==> config.mk <==
export PLATFORM = sky130hd
export DESIGN_NAME = cfgsc_xlate
export DESIGN_NICKNAME = d
export VERILOG_FILES = /design/src/rtl/cfgsc_pkg.sv /design/src/rtl/cfgsc_decode.sv /design/src/rtl/cfgsc_stage.sv /design/src/rtl/cfgsc_abort_mask.sv /design/src/rtl/cfgsc_xlate.sv
export SDC_FILE = /design/constraint.sdc
export NUM_CORES = 1
export LEC_CHECK = 0
export BUFFER_PORTS_ARGS = -buffer_cell sky130_fd_sc_hd__buf_2
export CORE_AREA = 2 2 135 137
export CTS_CLUSTER_SIZE = 16
export DETAILED_ROUTE_END_ITERATION = 6
export DIE_AREA = 0 0 137 139
export HOLD_SLACK_MARGIN = 0.02
export MAX_ROUTING_LAYER = met4
export SYNTH_ARGS = -nofsm -noshare
export SYNTH_HDL_FRONTEND = slang
export SYNTH_SLANG_ARGS = --single-unit
==> constraint.sdc <==
create_clock -name clk -period 1.15 [get_ports clk]
set_clock_uncertainty 0.2 [all_clocks]
set_input_delay 0.23 -clock clk [delete_from_list [all_inputs] [get_ports clk]]
set_output_delay 0.23 -clock clk [all_outputs]
set_load 0.005 [all_outputs]
==> src/rtl/cfgsc_pkg.sv <==
`timescale 1ns/1ps
package cfgsc_pkg;
  localparam int CMD_W  = 4;
  localparam int ADDR_W = 32;
  localparam int DATA_W = 32;
  localparam int LEN_W  = 4;
  localparam int BUS_W  = 8;
  localparam int STS_W  = 16;
  localparam int MA_BIT = 13;

  localparam int BUS_HI = 23;
  localparam int BUS_LO = BUS_HI - BUS_W + 1;
  localparam int DEV_HI = 15;
  localparam int DEV_LO = 11;
  localparam int FN_HI  = 10;
  localparam int FN_LO  = 8;
  localparam int REG_HI = 7;
  localparam int REG_LO = 2;
  localparam int DEC_W  = BUS_HI + 1;

  localparam logic [CMD_W-1:0] CMD_CFG_WR  = 4'b1011;
  localparam logic [CMD_W-1:0] CMD_SPECIAL = 4'b0001;
  localparam logic [1:0]       KIND_TYPE1  = 2'b01;

  typedef struct packed {
    logic [CMD_W-1:0]  cmd;
    logic [ADDR_W-1:0] addr;
    logic [DATA_W-1:0] data;
    logic [LEN_W-1:0]  len;
  } req_t;
endpackage

==> src/rtl/cfgsc_decode.sv <==
`timescale 1ns/1ps
module cfgsc_decode
  import cfgsc_pkg::*;
(
  input  logic [CMD_W-1:0] cmd,
  input  logic [DEC_W-1:0] addr_lo,
  input  logic [BUS_W-1:0] far_bus,
  output logic             hit
);
  logic is_wr, is_t1, dev_ok, fn_ok, reg_ok, bus_ok;

  always_comb begin
    is_wr  = (cmd == CMD_CFG_WR);
    is_t1  = (addr_lo[1:0] == KIND_TYPE1);
    dev_ok = &addr_lo[DEV_HI:DEV_LO];
    fn_ok  = &addr_lo[FN_HI:FN_LO];
    reg_ok = ~|addr_lo[REG_HI:REG_LO];
    bus_ok = (addr_lo[BUS_HI:BUS_LO] == far_bus);
    hit    = is_wr & is_t1 & dev_ok & fn_ok & reg_ok & bus_ok;
  end
endmodule

==> src/rtl/cfgsc_stage.sv <==
`timescale 1ns/1ps
module cfgsc_stage
  import cfgsc_pkg::*;
(
  input  logic             clk,
  input  logic             rst_n,
  input  logic [BUS_W-1:0] far_bus,
  input  logic             in_valid,
  output logic             in_ready,
  input  req_t             in_req,
  output logic             sc_valid,
  input  logic             sc_ready,
  output logic             fwd_valid,
  input  logic             fwd_ready,
  output req_t             out_req,
  output logic             fire,
  output logic             fire_sc
);
  logic vld_q, vld_d, sc_q, sc_d, hit, load, out_rdy;
  req_t req_q, req_d;

  cfgsc_decode u_decode (
    .cmd     (in_req.cmd),
    .addr_lo (in_req.addr[DEC_W-1:0]),
    .far_bus (far_bus),
    .hit     (hit)
  );

  always_comb begin
    out_rdy  = sc_q ? sc_ready : fwd_ready;
    in_ready = ~vld_q | out_rdy;
    load     = in_valid & in_ready;
    vld_d    = load | (vld_q & ~out_rdy);
    sc_d     = sc_q;
    req_d    = req_q;
    if (load) begin
      sc_d  = hit;
      req_d = in_req;
      if (hit) begin
        req_d.cmd = CMD_SPECIAL;
        req_d.len = LEN_W'(1);
      end
    end
  end

  always_ff @(posedge clk or negedge rst_n) begin
    if (!rst_n) begin
      vld_q <= 1'b0;
      sc_q  <= 1'b0;
    end else begin
      vld_q <= vld_d;
      sc_q  <= sc_d;
    end
  end

  always_ff @(posedge clk) begin
    if (load) req_q <= req_d;
  end

  assign sc_valid  = vld_q & sc_q;
  assign fwd_valid = vld_q & ~sc_q;
  assign out_req   = req_q;
  assign fire      = vld_q & out_rdy;
  assign fire_sc   = vld_q & out_rdy & sc_q;

  p_convert_r1: assert property (@(posedge clk) disable iff (!rst_n)
    (load && hit) |=> (sc_valid && out_req.cmd == CMD_SPECIAL));
  p_dev_field_r2: assert property (@(posedge clk) disable iff (!rst_n)
    (load && !(&in_req.addr[DEV_HI:DEV_LO])) |=> (fwd_valid && !sc_valid));
  p_reg_field_r4: assert property (@(posedge clk) disable iff (!rst_n)
    (load && (|in_req.addr[REG_HI:REG_LO])) |=> (fwd_valid && !sc_valid));
  p_data_kept_r6: assert property (@(posedge clk) disable iff (!rst_n)
    load |=> (out_req.data == $past(in_req.data)));
  p_sc_len_r7: assert property (@(posedge clk) disable iff (!rst_n)
    (load && hit) |=> (out_req.len == LEN_W'(1)));
  p_fwd_len_r7: assert property (@(posedge clk) disable iff (!rst_n)
    (load && !hit) |=> (out_req.len == $past(in_req.len)));
  p_not_wr_r8: assert property (@(posedge clk) disable iff (!rst_n)
    (load && in_req.cmd != CMD_CFG_WR) |=> (fwd_valid && !sc_valid));
  p_hold_r9: assert property (@(posedge clk) disable iff (!rst_n)
    (vld_q && !out_rdy) |=> (vld_q && $stable(out_req) && $stable(sc_q)));
  p_stall_ready_r9: assert property (@(posedge clk) disable iff (!rst_n)
    (vld_q && !out_rdy) |-> !in_ready);
endmodule

==> src/rtl/cfgsc_abort_mask.sv <==
`timescale 1ns/1ps
module cfgsc_abort_mask
  import cfgsc_pkg::*;
(
  input  logic             clk,
  input  logic             rst_n,
  input  logic             fire,
  input  logic             fire_sc,
  input  logic             mabort,
  output logic [STS_W-1:0] sts_set
);
  logic last_sc_q, last_sc_d, set_q, set_d;

  always_comb begin
    last_sc_d = fire ? fire_sc : last_sc_q;
    set_d     = mabort & ~last_sc_q;
  end

  always_ff @(posedge clk or negedge rst_n) begin
    if (!rst_n) begin
      last_sc_q <= 1'b0;
      set_q     <= 1'b0;
    end else begin
      last_sc_q <= last_sc_d;
      set_q     <= set_d;
    end
  end

  assign sts_set = set_q ? (STS_W'(1) << MA_BIT) : '0;

  p_sc_masked_r10: assert property (@(posedge clk) disable iff (!rst_n)
    (fire && fire_sc) ##1 mabort |=> (sts_set == '0));
  p_fwd_sets_r11: assert property (@(posedge clk) disable iff (!rst_n)
    (fire && !fire_sc) ##1 mabort |=> (sts_set == (STS_W'(1) << MA_BIT)));
  p_quiet_r11: assert property (@(posedge clk) disable iff (!rst_n)
    !mabort |=> (sts_set == '0));
endmodule

==> src/rtl/cfgsc_xlate.sv <==
`timescale 1ns/1ps
module cfgsc_xlate
  import cfgsc_pkg::*;
(
  input  logic              clk,
  input  logic              rst_n,
  input  logic [BUS_W-1:0]  pri_bus_num,
  input  logic [BUS_W-1:0]  sec_bus_num,
  input  logic              pin_valid,
  output logic              pin_ready,
  input  logic [CMD_W-1:0]  pin_cmd,
  input  logic [ADDR_W-1:0] pin_addr,
  input  logic [DATA_W-1:0] pin_data,
  input  logic [LEN_W-1:0]  pin_len,
  input  logic              sin_valid,
  output logic              sin_ready,
  input  logic [CMD_W-1:0]  sin_cmd,
  input  logic [ADDR_W-1:0] sin_addr,
  input  logic [DATA_W-1:0] sin_data,
  input  logic [LEN_W-1:0]  sin_len,
  output logic              sout_sc_valid,
  input  logic              sout_sc_ready,
  output logic              sout_fwd_valid,
  input  logic              sout_fwd_ready,
  output logic [CMD_W-1:0]  sout_cmd,
  output logic [ADDR_W-1:0] sout_addr,
  output logic [DATA_W-1:0] sout_data,
  output logic [LEN_W-1:0]  sout_len,
  output logic              pout_sc_valid,
  input  logic              pout_sc_ready,
  output logic              pout_fwd_valid,
  input  logic              pout_fwd_ready,
  output logic [CMD_W-1:0]  pout_cmd,
  output logic [ADDR_W-1:0] pout_addr,
  output logic [DATA_W-1:0] pout_data,
  output logic [LEN_W-1:0]  pout_len,
  input  logic              sec_mabort,
  input  logic              pri_mabort,
  output logic [STS_W-1:0]  sec_sts_set,
  output logic [STS_W-1:0]  pri_sts_set
);
  logic [1:0] rst_sync_q;
  logic       rst_int;
  req_t       p_in, s_in, s_out, p_out;
  logic       s_fire, s_fire_sc, p_fire, p_fire_sc;

  always_ff @(posedge clk or negedge rst_n) begin
    if (!rst_n) rst_sync_q <= '0;
    else        rst_sync_q <= {rst_sync_q[0], 1'b1};
  end
  assign rst_int = rst_sync_q[1];

  assign p_in = '{cmd: pin_cmd, addr: pin_addr, data: pin_data, len: pin_len};
  assign s_in = '{cmd: sin_cmd, addr: sin_addr, data: sin_data, len: sin_len};

  // primary inbound -> issued on secondary; compared against secondary bus
  cfgsc_stage u_p2s (
    .clk (clk), .rst_n (rst_int), .far_bus (sec_bus_num),
    .in_valid (pin_valid), .in_ready (pin_ready), .in_req (p_in),
    .sc_valid (sout_sc_valid), .sc_ready (sout_sc_ready),
    .fwd_valid (sout_fwd_valid), .fwd_ready (sout_fwd_ready),
    .out_req (s_out), .fire (s_fire), .fire_sc (s_fire_sc)
  );

  // secondary inbound -> issued on primary; compared against primary bus
  cfgsc_stage u_s2p (
    .clk (clk), .rst_n (rst_int), .far_bus (pri_bus_num),
    .in_valid (sin_valid), .in_ready (sin_ready), .in_req (s_in),
    .sc_valid (pout_sc_valid), .sc_ready (pout_sc_ready),
    .fwd_valid (pout_fwd_valid), .fwd_ready (pout_fwd_ready),
    .out_req (p_out), .fire (p_fire), .fire_sc (p_fire_sc)
  );

  cfgsc_abort_mask u_sec_ma (
    .clk (clk), .rst_n (rst_int), .fire (s_fire), .fire_sc (s_fire_sc),
    .mabort (sec_mabort), .sts_set (sec_sts_set)
  );

  cfgsc_abort_mask u_pri_ma (
    .clk (clk), .rst_n (rst_int), .fire (p_fire), .fire_sc (p_fire_sc),
    .mabort (pri_mabort), .sts_set (pri_sts_set)
  );

  assign sout_cmd  = s_out.cmd;
  assign sout_addr = s_out.addr;
  assign sout_data = s_out.data;
  assign sout_len  = s_out.len;
  assign pout_cmd  = p_out.cmd;
  assign pout_addr = p_out.addr;
  assign pout_data = p_out.data;
  assign pout_len  = p_out.len;

  p_pri_bus_r5: assert property (@(posedge clk) disable iff (!rst_int)
    (pin_valid && pin_ready && pin_addr[BUS_HI:BUS_LO] != sec_bus_num) |=> !sout_sc_valid);
  p_sec_bus_r5: assert property (@(posedge clk) disable iff (!rst_int)
    (sin_valid && sin_ready && sin_addr[BUS_HI:BUS_LO] != pri_bus_num) |=> !pout_sc_valid);
  p_fn_field_r3: assert property (@(posedge clk) disable iff (!rst_int)
    (pin_valid && pin_ready && !(&pin_addr[FN_HI:FN_LO])) |=> !sout_sc_valid);
  p_idle_r12: assert property (@(posedge clk) disable iff (!rst_int)
    $rose(rst_int) |-> (!sout_sc_valid && !sout_fwd_valid && !pout_sc_valid && !pout_fwd_valid));
endmodule

=== After elaboration in Yosys (flattened, before gate mapping) ===
Index checks and enable logic that the tools add are counted.

* Equality and inequality tests: 6
* Mux-type cells: 4
* Bitwise gates (word level): 36
* Reduce and logical (&&, ||, !) cells: 8

{| class="wikitable"
|+ Operators with widths
! cell !! number
|-
| 14-bit 2-to-1 mux || 2
|-
| 1-bit bitwise AND || 24
|-
| 8-bit equality test || 2
|-
| 6-bit OR reduction || 2
|-
| 5-bit AND reduction || 2
|-
| 4-bit equality test (second input constant) || 2
|-
| 1-bit NOT || 8
|-
| 3-bit AND reduction || 2
|-
| 2-bit by 1-bit equality test with 1-bit output (second input constant) || 2
|-
| 1-bit bitwise OR || 4
|-
| 1-bit logical NOT || 2
|-
| 1-bit 2-to-1 mux || 2
|}

* Bits of input ports: 170
* Word-level logic and storage cells: 71
* Output and inout port bits: 182
* Bits in registers: 154

=== Depth between registers and ports, before layout ===
Gate-level depths: netlist of the first run.

* Word-level depth: 6
* Depth in mapped cells: 4
* Mapped depth without buffers: 4

=== Modules after synthesis ===
Synthesis of the first run repeated with hierarchy kept, for this count alone.

* Cells, all modules: 273
* Area, all modules: 5434.0 sq um

{| class="wikitable"
|+ By module, submodules not included
! module !! seq. area each (sq um) !! cells an instance !! instances !! area an instance (sq um)
|-
| cfgsc_stage || 2212.1 || 96 || 2 || 2347.3
|-
| cfgsc_abort_mask || 50.0 || 21 || 2 || 195.2
|-
| cfgsc_decode || 0.0 || 18 || 2 || 147.6
|-
| cfgsc_xlate || 50.0 || 3 || 1 || 53.8
|}

=== Worst setup path before layout of the first run ===
Ideal clock, no wire load.

* Path type: register -> register
* Start point: register u_p2s.sc_q
* End point: register u_p2s.req_q (netlist bit u_p2s.out_req[0]) (enable)
* Clock period less this slack: 2.757 ns
* Stages on the path, launching flop included: 5
* Path slack: -1.607 ns
* Arrival time: 2.131 ns
* Buffers on the path: 0
* Library setup time: 0.426 ns
* Cells stage by stage: dfrtp_1 -> mux2i_1 -> nand2_1 -> nand2_1 -> inv_1

* Word-level cells in the longest chain between the ends: 3

{| class="wikitable"
|+ RTL lines
! item !! RTL line !! source
|-
| start: declaration || cfgsc_stage.sv:19 || <nowiki>logic vld_q, vld_d, sc_q, sc_d, hit, load, out_rdy;</nowiki>
|-
| start signal: assignment || cfgsc_stage.sv:49 || <nowiki>sc_q <= 1'b0;</nowiki>
|-
| start signal: assignment || cfgsc_stage.sv:52 || <nowiki>sc_q <= sc_d;</nowiki>
|-
| 1-bit 2-to-1 mux || cfgsc_stage.sv:30 || <nowiki>out_rdy = sc_q ? sc_ready : fwd_ready;</nowiki>
|-
| 1-bit bitwise OR || cfgsc_stage.sv:31 || <nowiki>in_ready = ~vld_q | out_rdy;</nowiki>
|-
| via pin_ready || cfgsc_xlate.sv:10 || <nowiki>output logic pin_ready,</nowiki>
|-
| 1-bit bitwise AND || cfgsc_stage.sv:32 || <nowiki>load = in_valid & in_ready;</nowiki>
|-
| via u_p2s.load || cfgsc_stage.sv:19 ||
|-
| end signal: assignment || cfgsc_stage.sv:57 || <nowiki>if (load) req_q <= req_d;</nowiki>
|-
| end: declaration || cfgsc_stage.sv:20 || <nowiki>req_t req_q, req_d;</nowiki>
|}

The timed path passes the listed nets, and every way through them passes these cells.
A chain may end at the register's enable or synchronous reset.

=== Worst setup path after layout of the first run ===
* Start point: register u_p2s.sc_q
* End point: register u_p2s.req_q (netlist bit u_p2s.out_req[61]) (enable)

* Word-level cells in the longest chain between the ends: 3

{| class="wikitable"
|+ RTL lines
! item !! RTL line
|-
| 1-bit 2-to-1 mux || cfgsc_stage.sv:30
|-
| 1-bit bitwise OR || cfgsc_stage.sv:31
|-
| 1-bit bitwise AND || cfgsc_stage.sv:32
|-
| via u_p2s.load || cfgsc_stage.sv:19
|}

The timed path passes the listed nets, and every way through them passes these cells.

==> results.json, run 1 <==
{
  "dp_hpwl_um": 11600,
  "gr-total-overflow": 0,
  "setup_viol": 310,
  "worstSetupStartpointType": "flip-flop",
  "grt_first_pass_wirelength_um": 24600,
  "antenna_found_initial": 0,
  "fin_crit_sh": 1.53,
  "vdd_ir_drop_max_mv": 0.961,
  "yosys.area.top_type": "edfxtp_1",
  "drc_errors": 0,
  "vias": 4351,
  "cts_root_buf": "clkbuf_16",
  "wl_per_cell_um": 16.9,
  "max_stage_delay_ps": 380,
  "n_antenna_cell": 0,
  "placed_area_um2": 7410,
  "syn-instance-count": 268,
  "die_h_um": 139,
  "crit_path_cell_trace": "mux2i_1 -> nand2_1 -> nand2_2 -> clkinvlp_4 -> buf_8 -> clkbuf_16",
  "top_usage_layer": "met2",
  "io_pins": 352,
  "cp_max_fo": 8,
  "outcome": "complete, but fails checks",
  "syn_to_final_growth_pct": 87.6,
  "initial_core_util": 0.305,
  "syn_area_um2": 5390,
  "met2_usage": 0.317,
  "clock.fmax_mhz": 567,
  "htreeDepth": 4,
  "dp_slack_ps": -888,
  "synth_top_area_frac": 0.803,
  "violations": "negative hold slack, negative setup slack",
  "hp-class": "reg2async",
  "multi_input_area_um2": 738,
  "regArea_um2": 4570,
  "slew_viol_final": 0,
  "final_cell_area_um2": 10100,
  "fp.dieW_um": 137,
  "critPathArrivalTime_ps": 1750,
  "grt_util_met3": 0.0468,
  "cts_buffers": 17,
  "fp-row-count": 49,
  "grt_max_degree": 48,
  "cts_sinks": 154,
  "yosys-top-cells-area": "edfxtp_1 80%, dfrtp_1 4.6%, buf_4 4.5%",
  "cts_max_path_buffers": 2,
  "layout-drive-gt1-share": 0.521,
  "crit_type": "reg2reg",
  "vias_per_cell": 4.15,
  "design.core.area_um2": 17700,
  "portBuffers": 321,
  "fp.dieArea_um2": 19000,
  "p_per_area_nw_per_um2": 1370,
  "fin_crit_ps": 1760,
  "fill_cells": 1405,
  "fin_util": 0.572,
  "nets": 976,
  "maxCapViolCount": 0,
  "grt_usage": 0.179,
  "avgSynthCellArea_um2": 20.1,
  "ant_nets": 0,
  "clk-insertion-delay-late_ps": 420,
  "slew_headroom": 0.599,
  "first_global_vias": 4648,
  "grt_setup_unrepaired": "yes",
  "cts_tree": "yes",
  "synth_cell_types": 22,
  "whs_ps": -57.7,
  "cp_slowest_cell": "dfrtp_1",
  "routabilityCongestion": 0.827,
  "final.setup.worst_slack_ps": -614,
  "p_leak_nw": 4.43,
  "cp.required_ps": 1140,
  "clk_pin_slew_worst_paths_ps": 70,
  "hold_viol_final": 8,
  "synth.yosys.seq_area_share": 0.849,
  "ctsHoldBuffers": 153,
  "synth-seq-cells": 154,
  "finalPower_mw": 13.9,
  "worst_slew_pin_slew_ps": 596,
  "drtIter0Drc": 125,
  "worst_setup_path_end_kind": "flip-flop",
  "ys_warn_count": 0,
  "drtPass1Iterations": 4,
  "met1_usage": 0.184,
  "wl_um": 17700
}
[cells by family (layout without fill, tap and decap cells)]
| group | count (synthesis) | count (layout) | synth area share |
|---|---|---|---|
| xor+xnor | 16 | 16 | 0.0260 |
| simple gates | 48 | 48 | 0.0618 |
| flops | 154 | 154 | 0.849 |
| compound gates | 4 | 4 | 0.00372 |
| other cells | 2 | 31 | 0.00139 |
| buf+inv | 40 | 562 | 0.0502 |
| mux | 4 | 4 | 0.00744 |
[power by group]
group	internal (mW)	switching (mW)
Combinational	1.09	0.702
Sequential	6.50	0.0865
Clock	3.08	2.42
[final timing paths]
check / start / end / slack [ps] / cells past startpoint
worst min-delay path: rst_sync_q[1] / u_sec_ma.last_sc_q / -60 / 0
worst max register to register: u_p2s.sc_q / u_p2s.out_req[61] / -610 / 6
min in group clk: sin_cmd[3] / u_s2p.out_req[71] / 20 / 3
worst min register to register: rst_sync_q[1] / u_sec_ma.last_sc_q / -60 / 0
worst max-delay path: u_p2s.sc_q / u_p2s.out_req[61] / -610 / 6
max in group asynchronous: rst_n / rst_sync_q[0] / 170 / 3
[metal layers]
metal	vias up	wire (um)
li1	2027	-
met1	2046	6470
met2	228	9340
met3	50	1270
met4	0	594
met5	-	0
[metrics by stage]
stage | std cells | hold WS (ps) | TNS [ps]
floorplan | 297 | -266 | -189500
global placement | 841 | -183 | -75210
detailed placement | 841 | -183 | -74130
CTS | 1036 | -44.7 | -116780
global route | 1048 | -15.6 | -138540
finish | 1048 | -57.7 | -118530
[registers in the layout, summed over array words and instances, names as in the netlist]
signal / count
rst_sync_q: 2
u_p2s.out_req: 72
u_p2s.sc_q: 1
u_p2s.vld_q: 1
u_pri_ma.last_sc_q: 1
u_pri_ma.set_q: 1
u_s2p.out_req: 72
u_s2p.sc_q: 1
u_s2p.vld_q: 1
u_sec_ma.last_sc_q: 1
u_sec_ma.set_q: 1
[repair_timing]
| action | 4_1_cts | 5_1_grt |
|---|---|---|
| buffers inserted | 5 | 5 |
| hold endpoints to repair | 161 | 9 |
| cloned | 5 | 8 |
| pin swaps | 11 | 8 |
| endpoints found under the setup margin | 310 | 311 |
| gates resized for setup | 35 | 24 |
[cell usage in the layout, fill, tap and decap left out, types with 4 or more instances in the layout]
master / n
and2_4: 10
buf_12: 5
buf_16: 4
buf_2: 311
buf_4: 21
buf_6: 23
buf_8: 4
clkbuf_16: 22
conb_1: 31
dfrtp_1: 10
dlygate4sd3_1: 153
edfxtp_1: 144
inv_6: 5
mux2i_1: 4
nand2_1: 4
nand4b_1: 6
nor2_1: 4
nor2b_1: 4
xor2_1: 16
[critical path, delay by kind of cell, from the launching register on]
family	cells	cell delay (ps)
buffers and inverters	3	530
DFF	1	380
and+or+nand+nor	2	230
muxes	1	190
[final cells by class]
type / count / area share
Tap cell: 229 / 0.0284
Clock buffer: 18 / 0.0425
Inverter: 4 / 0.00223
Clock inverter: 14 / 0.0152
Timing Repair Buffer: 526 / 0.386
Sequential cell: 154 / 0.453
Multi-Input combinational cell: 103 / 0.0731
[cell usage after synthesis]
library cell  count
nand2b_1          2
nor2b_1           4
nand2_1           6
conb_1            2
nor4_2            2
dfrtp_1          10
or2b_1            2
or4bb_1           2
a21oi_1           4
buf_4            32
nor2_1            4
xor2_1           16
mux2i_1           4
nand4b_1          6
or4b_1            2
nand4_2           2
nor4_1            2
and2_1           12
edfxtp_1        144
nor3_1            2
inv_1             4
clkbuf_1          4
Power figures use the tool's default switching activity.
==> run 2, diff against run 1 <==
PLACE_DENSITY_LB_ADDON = 0.15   (was not set)
==> run 2 against run 1 <==
  * The run still ends with negative hold slack, negative setup slack left
  * Sequential power is essentially flat
  * Register-to-register slack is essentially flat
  * Routed wire length shrank 7.4%
  * Core utilization fell by 0.43 points
  * Sequential share of layout area is 0.34 points higher
  * Global-route usage fell by 1.0 points
==> results.json, run 2 (synthesized netlist as in run 1, its figures left out) <==
{
  "outcome": "complete, but fails checks",
  "violations": "negative hold slack, negative setup slack",
  "placed_area_um2": 7430,
  "reg2reg_depth": 7,
  "cp.depth": 7,
  "p_per_area_nw_per_um2": 1370,
  "die_h_um": 139,
  "fp-row-count": 49,
  "cp.required_ps": 1130,
  "vias_per_cell": 4.07,
  "vias": 4242,
  "routabilityCongestion": 0.842,
  "rrSetupSlack_ps": -620,
  "gr-total-overflow": 0,
  "cp-startpoint": "u_s2p.sc_q",
  "grt_setup_unrepaired": "yes",
  "grt_first_pass_wirelength_um": 23500,
  "maxCapViolCount": 0,
  "grt_usage": 0.169,
  "portBuffers": 321,
  "max_stage_delay_ps": 370,
  "clk-insertion-delay-late_ps": 410,
  "place_inst": 843,
  "finalPower_mw": 13.8,
  "clk_pin_slew_worst_paths_ps": 60,
  "slew_viol_final": 0,
  "cts_root_buf": "clkbuf_16",
  "clock.fmax_mhz": 566,
  "critPathArrivalTime_ps": 1750,
  "wl_um": 16400,
  "p_leak_nw": 4.39,
  "worstSetupStartpointType": "flip-flop",
  "grt_max_degree": 35,
  "drc_errors": 0,
  "fp.dieArea_um2": 19000,
  "crit_path_cell_trace": "mux2i_1 -> nand2_1 -> buf_4 -> nand2_4 -> clkinvlp_4 -> buf_12 -> clkbuf_16",
  "stdcell_count": 1042,
  "nets": 970,
  "n_antenna_cell": 0,
  "fin_setup_tns_ps": -118020,
  "worst_setup_path_end_kind": "flip-flop",
  "r2r_start": "u_s2p.sc_q",
  "syn_to_final_growth_pct": 86.2,
  "whs_ps": -54.8,
  "crit_type": "reg2reg",
  "hp-class": "reg2async",
  "crit_end": "u_s2p.out_req[50]",
  "fin_crit_ps": 1770,
  "cts_tree": "yes",
  "cts_buffers": 17,
  "design.core.area_um2": 17700,
  "final.setup.worst_slack_ps": -617,
  "fp.dieW_um": 137,
  "cp_max_fo": 9,
  "antenna_found_initial": 0,
  "ant_nets": 0,
  "htreeDepth": 4,
  "rr_endpoint": "u_s2p.out_req[50]",
  "hold_viol_final": 8,
  "fin_crit_sh": 1.54,
  "wl_per_cell_um": 15.7,
  "vdd_ir_drop_max_mv": 0.912,
  "final_common_cell": "buf_2",
  "cp_num_buf_inv": 4,
  "dp_hpwl_um": 11200,
  "io_pins": 352,
  "cts_max_path_buffers": 2,
  "final_cell_area_um2": 10000,
  "cp_slowest_cell": "dfrtp_1",
  "layout-drive-gt1-share": 0.522,
  "cts_sinks": 154,
  "drtPass1Iterations": 4,
  "layout_common_cells": "311 x buf_2, 151 x dlygate4sd3_1, 144 x edfxtp_1",
  "cp_top_family": "buffers and inverters",
  "initial_core_util": 0.305,
  "first_global_vias": 4430,
  "setup_viol": 310,
  "drtIter0Drc": 165
}
[run 2: how the worst min path moves through the flow]
stage,cells past startpoint,endpoint
floorplan,0,rst_sync_q[0]
global placement,1,rst_sync_q[0]
detailed placement,1,rst_sync_q[1]
CTS,0,u_sec_ma.set_q
global route,0,u_sec_ma.last_sc_q
finish,0,u_sec_ma.set_q
[run 2: per-layer routing]
layer / routed length [um] / GRT usage / vias up / part of all wire
met5: 0 / - / - / 0
met3: 1160 / 0.0461 / 23 / 0.071
met1: 6270 / 0.187 / 2013 / 0.38
li1: - / - / 2015 / -
met4: 323 / 0.0646 / 0 / 0.020
met2: 8610 / 0.289 / 191 / 0.53
[run 2: worst register-to-register path, cell delays in order (launching register included)]
cell	delay, ps
dfrtp_1	370
mux2i_1	220
nand2_1	110
buf_4	150
nand2_4	60
clkinvlp_4	90
buf_12	170
clkbuf_16	170
[run 2: layout make-up]
type | instances | area, um^2
Fill cell | 1449 | 7630
Clock inverter | 15 | 159
Tap cell | 229 | 287
Clock buffer | 17 | 425
Multi-Input combinational cell | 103 | 752
Sequential cell | 154 | 4570
Timing Repair Buffer | 520 | 3810
Inverter | 4 | 22.5
[run 2: report_power, final]
part	total (mW)	switching [mW]	leakage (nW)	internal, mW
sequential	6.58	0.0783	1.49	6.50
clock	5.47	2.41	0.275	3.06
combinational	1.72	0.669	2.62	1.05
[run 2: metrics by stage]
step / setup WS [ps] / util
global route: -671 / 0.568
finish: -617 / 0.568
detailed placement: -875 / 0.421
floorplan: -1260 / -
global placement: -854 / 0.421
CTS: -611 / 0.555
[run 2: repair_timing]
action	in CTS	in global routing
resized for setup	27	30
hold buffers	151	1
endpoints found under the hold margin	162	11
cloned	4	6
pin swaps	9	8
buffers inserted	4	4
setup endpoints to repair	310	313
==> run 3, diff against run 2 <==
TNS_END_PERCENT = 20   (was not set)
clock period = 1.7 ns   (was 1.15 ns; I/O delays follow)
==> run 3 against run 2 <==
  * The flow finishes with violations (negative setup slack)
  * Non-clock buffer count down 18
  * Final cell count down 1.7%
  * Die area unchanged
  * Global-route usage down 0.68 points
  * Via count down 2.1%
  * Largest power group unchanged
  * Highest routed layer unchanged
  * Cell area down 3.7%
  * Critical path depth down 3
  * Total power down 32%
  * Core utilization down 2.1 points
  * First-iteration DRC count down 16%
  * Clock power down 28%
  * Combinational power down 40%
==> results.json, run 3 (synthesized netlist as in run 1, its figures left out) <==
{
  "outcome": "complete, but fails checks",
  "violations": "negative setup slack",
  "fp-row-count": 49,
  "grt_max_degree": 44,
  "io_pins": 352,
  "final.setup.worst_slack_ps": -123,
  "gr-total-overflow": 0,
  "syn_to_final_growth_pct": 79.4,
  "design.core.area_um2": 17700,
  "place_inst": 837,
  "rrSetupSlack_ps": -20,
  "hold_viol_final": 0,
  "fin_setup_tns_ps": -965,
  "grt_first_pass_wirelength_um": 22500,
  "p_sw_mw": 2.05,
  "cp.required_ps": 1160,
  "worst_setup_path_end_kind": "output pin",
  "worstSetupStartpointType": "flip-flop",
  "n_antenna_cell": 0,
  "ant_nets": 0,
  "first_global_vias": 4323,
  "cts_sinks": 154,
  "setup_viol": 47,
  "final_common_cell": "buf_2",
  "combPwrFrac": 0.110,
  "cts_root_buf": "clkbuf_16",
  "grt_setup_unrepaired": "yes",
  "portBuffers": 321,
  "whs_ps": 53.9,
  "p_clk_frac": 0.418,
  "crit_path_cell_trace": "mux2i_1 -> nand2_1 -> buf_6 -> buf_6",
  "fp.dieArea_um2": 19000,
  "cts_max_path_buffers": 2,
  "p_leak_nw": 4.22,
  "grt_usage": 0.162,
  "vias": 4154,
  "cp_top_family": "flip-flops",
  "wl_per_cell_um": 15.3,
  "reg2reg_depth": 7,
  "stdcell_count": 1024,
  "holdPathStages": 4,
  "cp.depth": 4,
  "vias_per_cell": 4.06,
  "slew_viol_final": 0,
  "layout-drive-gt1-share": 0.503,
  "fin_crit_ps": 1820,
  "internal_power_mw": 7.36,
  "dp_hpwl_um": 11200,
  "crit_type": "reg2out",
  "drtPass1Iterations": 4,
  "initial_core_util": 0.305,
  "antenna_found_initial": 0,
  "wl_um": 15600,
  "swShare": 0.218,
  "critPathArrivalTime_ps": 1280,
  "routabilityCongestion": 0.828,
  "max_stage_delay_ps": 370,
  "dp_slack_ps": -505,
  "nets": 952,
  "hp-class": "in2reg",
  "cp_max_fo": 2,
  "cts_buffers": 17,
  "drc_errors": 0,
  "fp.dieW_um": 137,
  "cp_num_buf_inv": 2,
  "htreeDepth": 4,
  "vdd_ir_drop_max_mv": 0.628,
  "drtIter0Drc": 138,
  "finalPower_mw": 9.41,
  "crit_path_frequent_cell": "buf_6",
  "clk_pin_slew_worst_paths_ps": 60,
  "seq_power_share": 0.472,
  "die_h_um": 139,
  "fin_crit_sh": 1.07,
  "cts_tree": "yes",
  "p_per_area_nw_per_um2": 974,
  "clock.fmax_mhz": 549,
  "cp_slowest_cell": "dfrtp_1",
  "clk-insertion-delay-late_ps": 420,
  "fill_cells": 1530,
  "maxCapViolCount": 0,
  "layout_common_cells": "317 x buf_2, 149 x dlygate4sd3_1, 144 x edfxtp_1"
}
[run 3: cell count changes in the layout (fill, tap and decap cells not counted), moves of 3 or more]
cell        change
buf_2           +6
clkinvlp_4      -3
and2_4          -4
buf_12          +3
and2_1          +4
buf_16          -6
buf_8           -4
buf_6          -15
[run 3: what timing repair did]
action / CTS / global route
hold buffers: 149 / 0
hold endpoints to repair: 157 / 0
endpoints found under the setup margin: 16 / 162
cloned: 0 / 2
resized for setup: 7 / 13
pin swaps: 10 / 6
buffers inserted: 2 / 2
[run 3: cell type report]
cell class                 instances  area [um^2]  area share
clock buffer                      18          429      0.0444
clock inverter                    14          184      0.0190
inverter                           4         22.5     0.00233
multi-input combinational        103          698      0.0723
sequential                       154         4570       0.473
tap                              229          287      0.0297
timing repair buffer             502         3470       0.359
[run 3: layer usage]
layer  global-route usage  up-vias  wire (um)
li1                     -     1970          -
met1                0.163     1948       5860
met2                0.282      194       8170
met5                    -        -          0
met4               0.0846        0        571
met3               0.0464       42       1040
[run 3: path summary, 6_finish.rpt]
path,end,startpoint
max,pin_ready,u_p2s.sc_q
min,u_sec_ma.last_sc_q,sout_fwd_ready
max reg2reg,u_p2s.out_req[60],u_p2s.sc_q
min reg2reg,rst_sync_q[1],rst_sync_q[0]
max in group asynchronous,u_s2p.vld_q,rst_sync_q[1]
min in group asynchronous,u_sec_ma.set_q,rst_sync_q[1]
[run 3: per-stage QoR]
stage / cell area [um^2] / utilization
3_3_place_gp: 7380 / 0.418
4_1_cts: 9530 / 0.540
5_1_grt: 9660 / 0.547
2_1_floorplan: 5510 / -
3_5_place_dp: 7380 / 0.418
6_report: 9660 / 0.547
[run 3: worst register-to-register path, delay by kind of cell, from the launching register on]
| family | cells | cell delay [ps] |
|---|---|---|
| buf+inv | 4 | 570 |
| flops | 1 | 370 |
| mux | 1 | 180 |
| simple gates | 2 | 160 |
[run 3: power groups by stage]
stage,clock network (mW),registers [mW],logic (mW)
finish,3.93,4.44,1.03
global route,4.19,4.46,1.12
CTS,4.03,4.45,0.994
detailed placement,0,4.53,0.706
global placement,0,4.52,0.697
floorplan,0,4.57,0.204
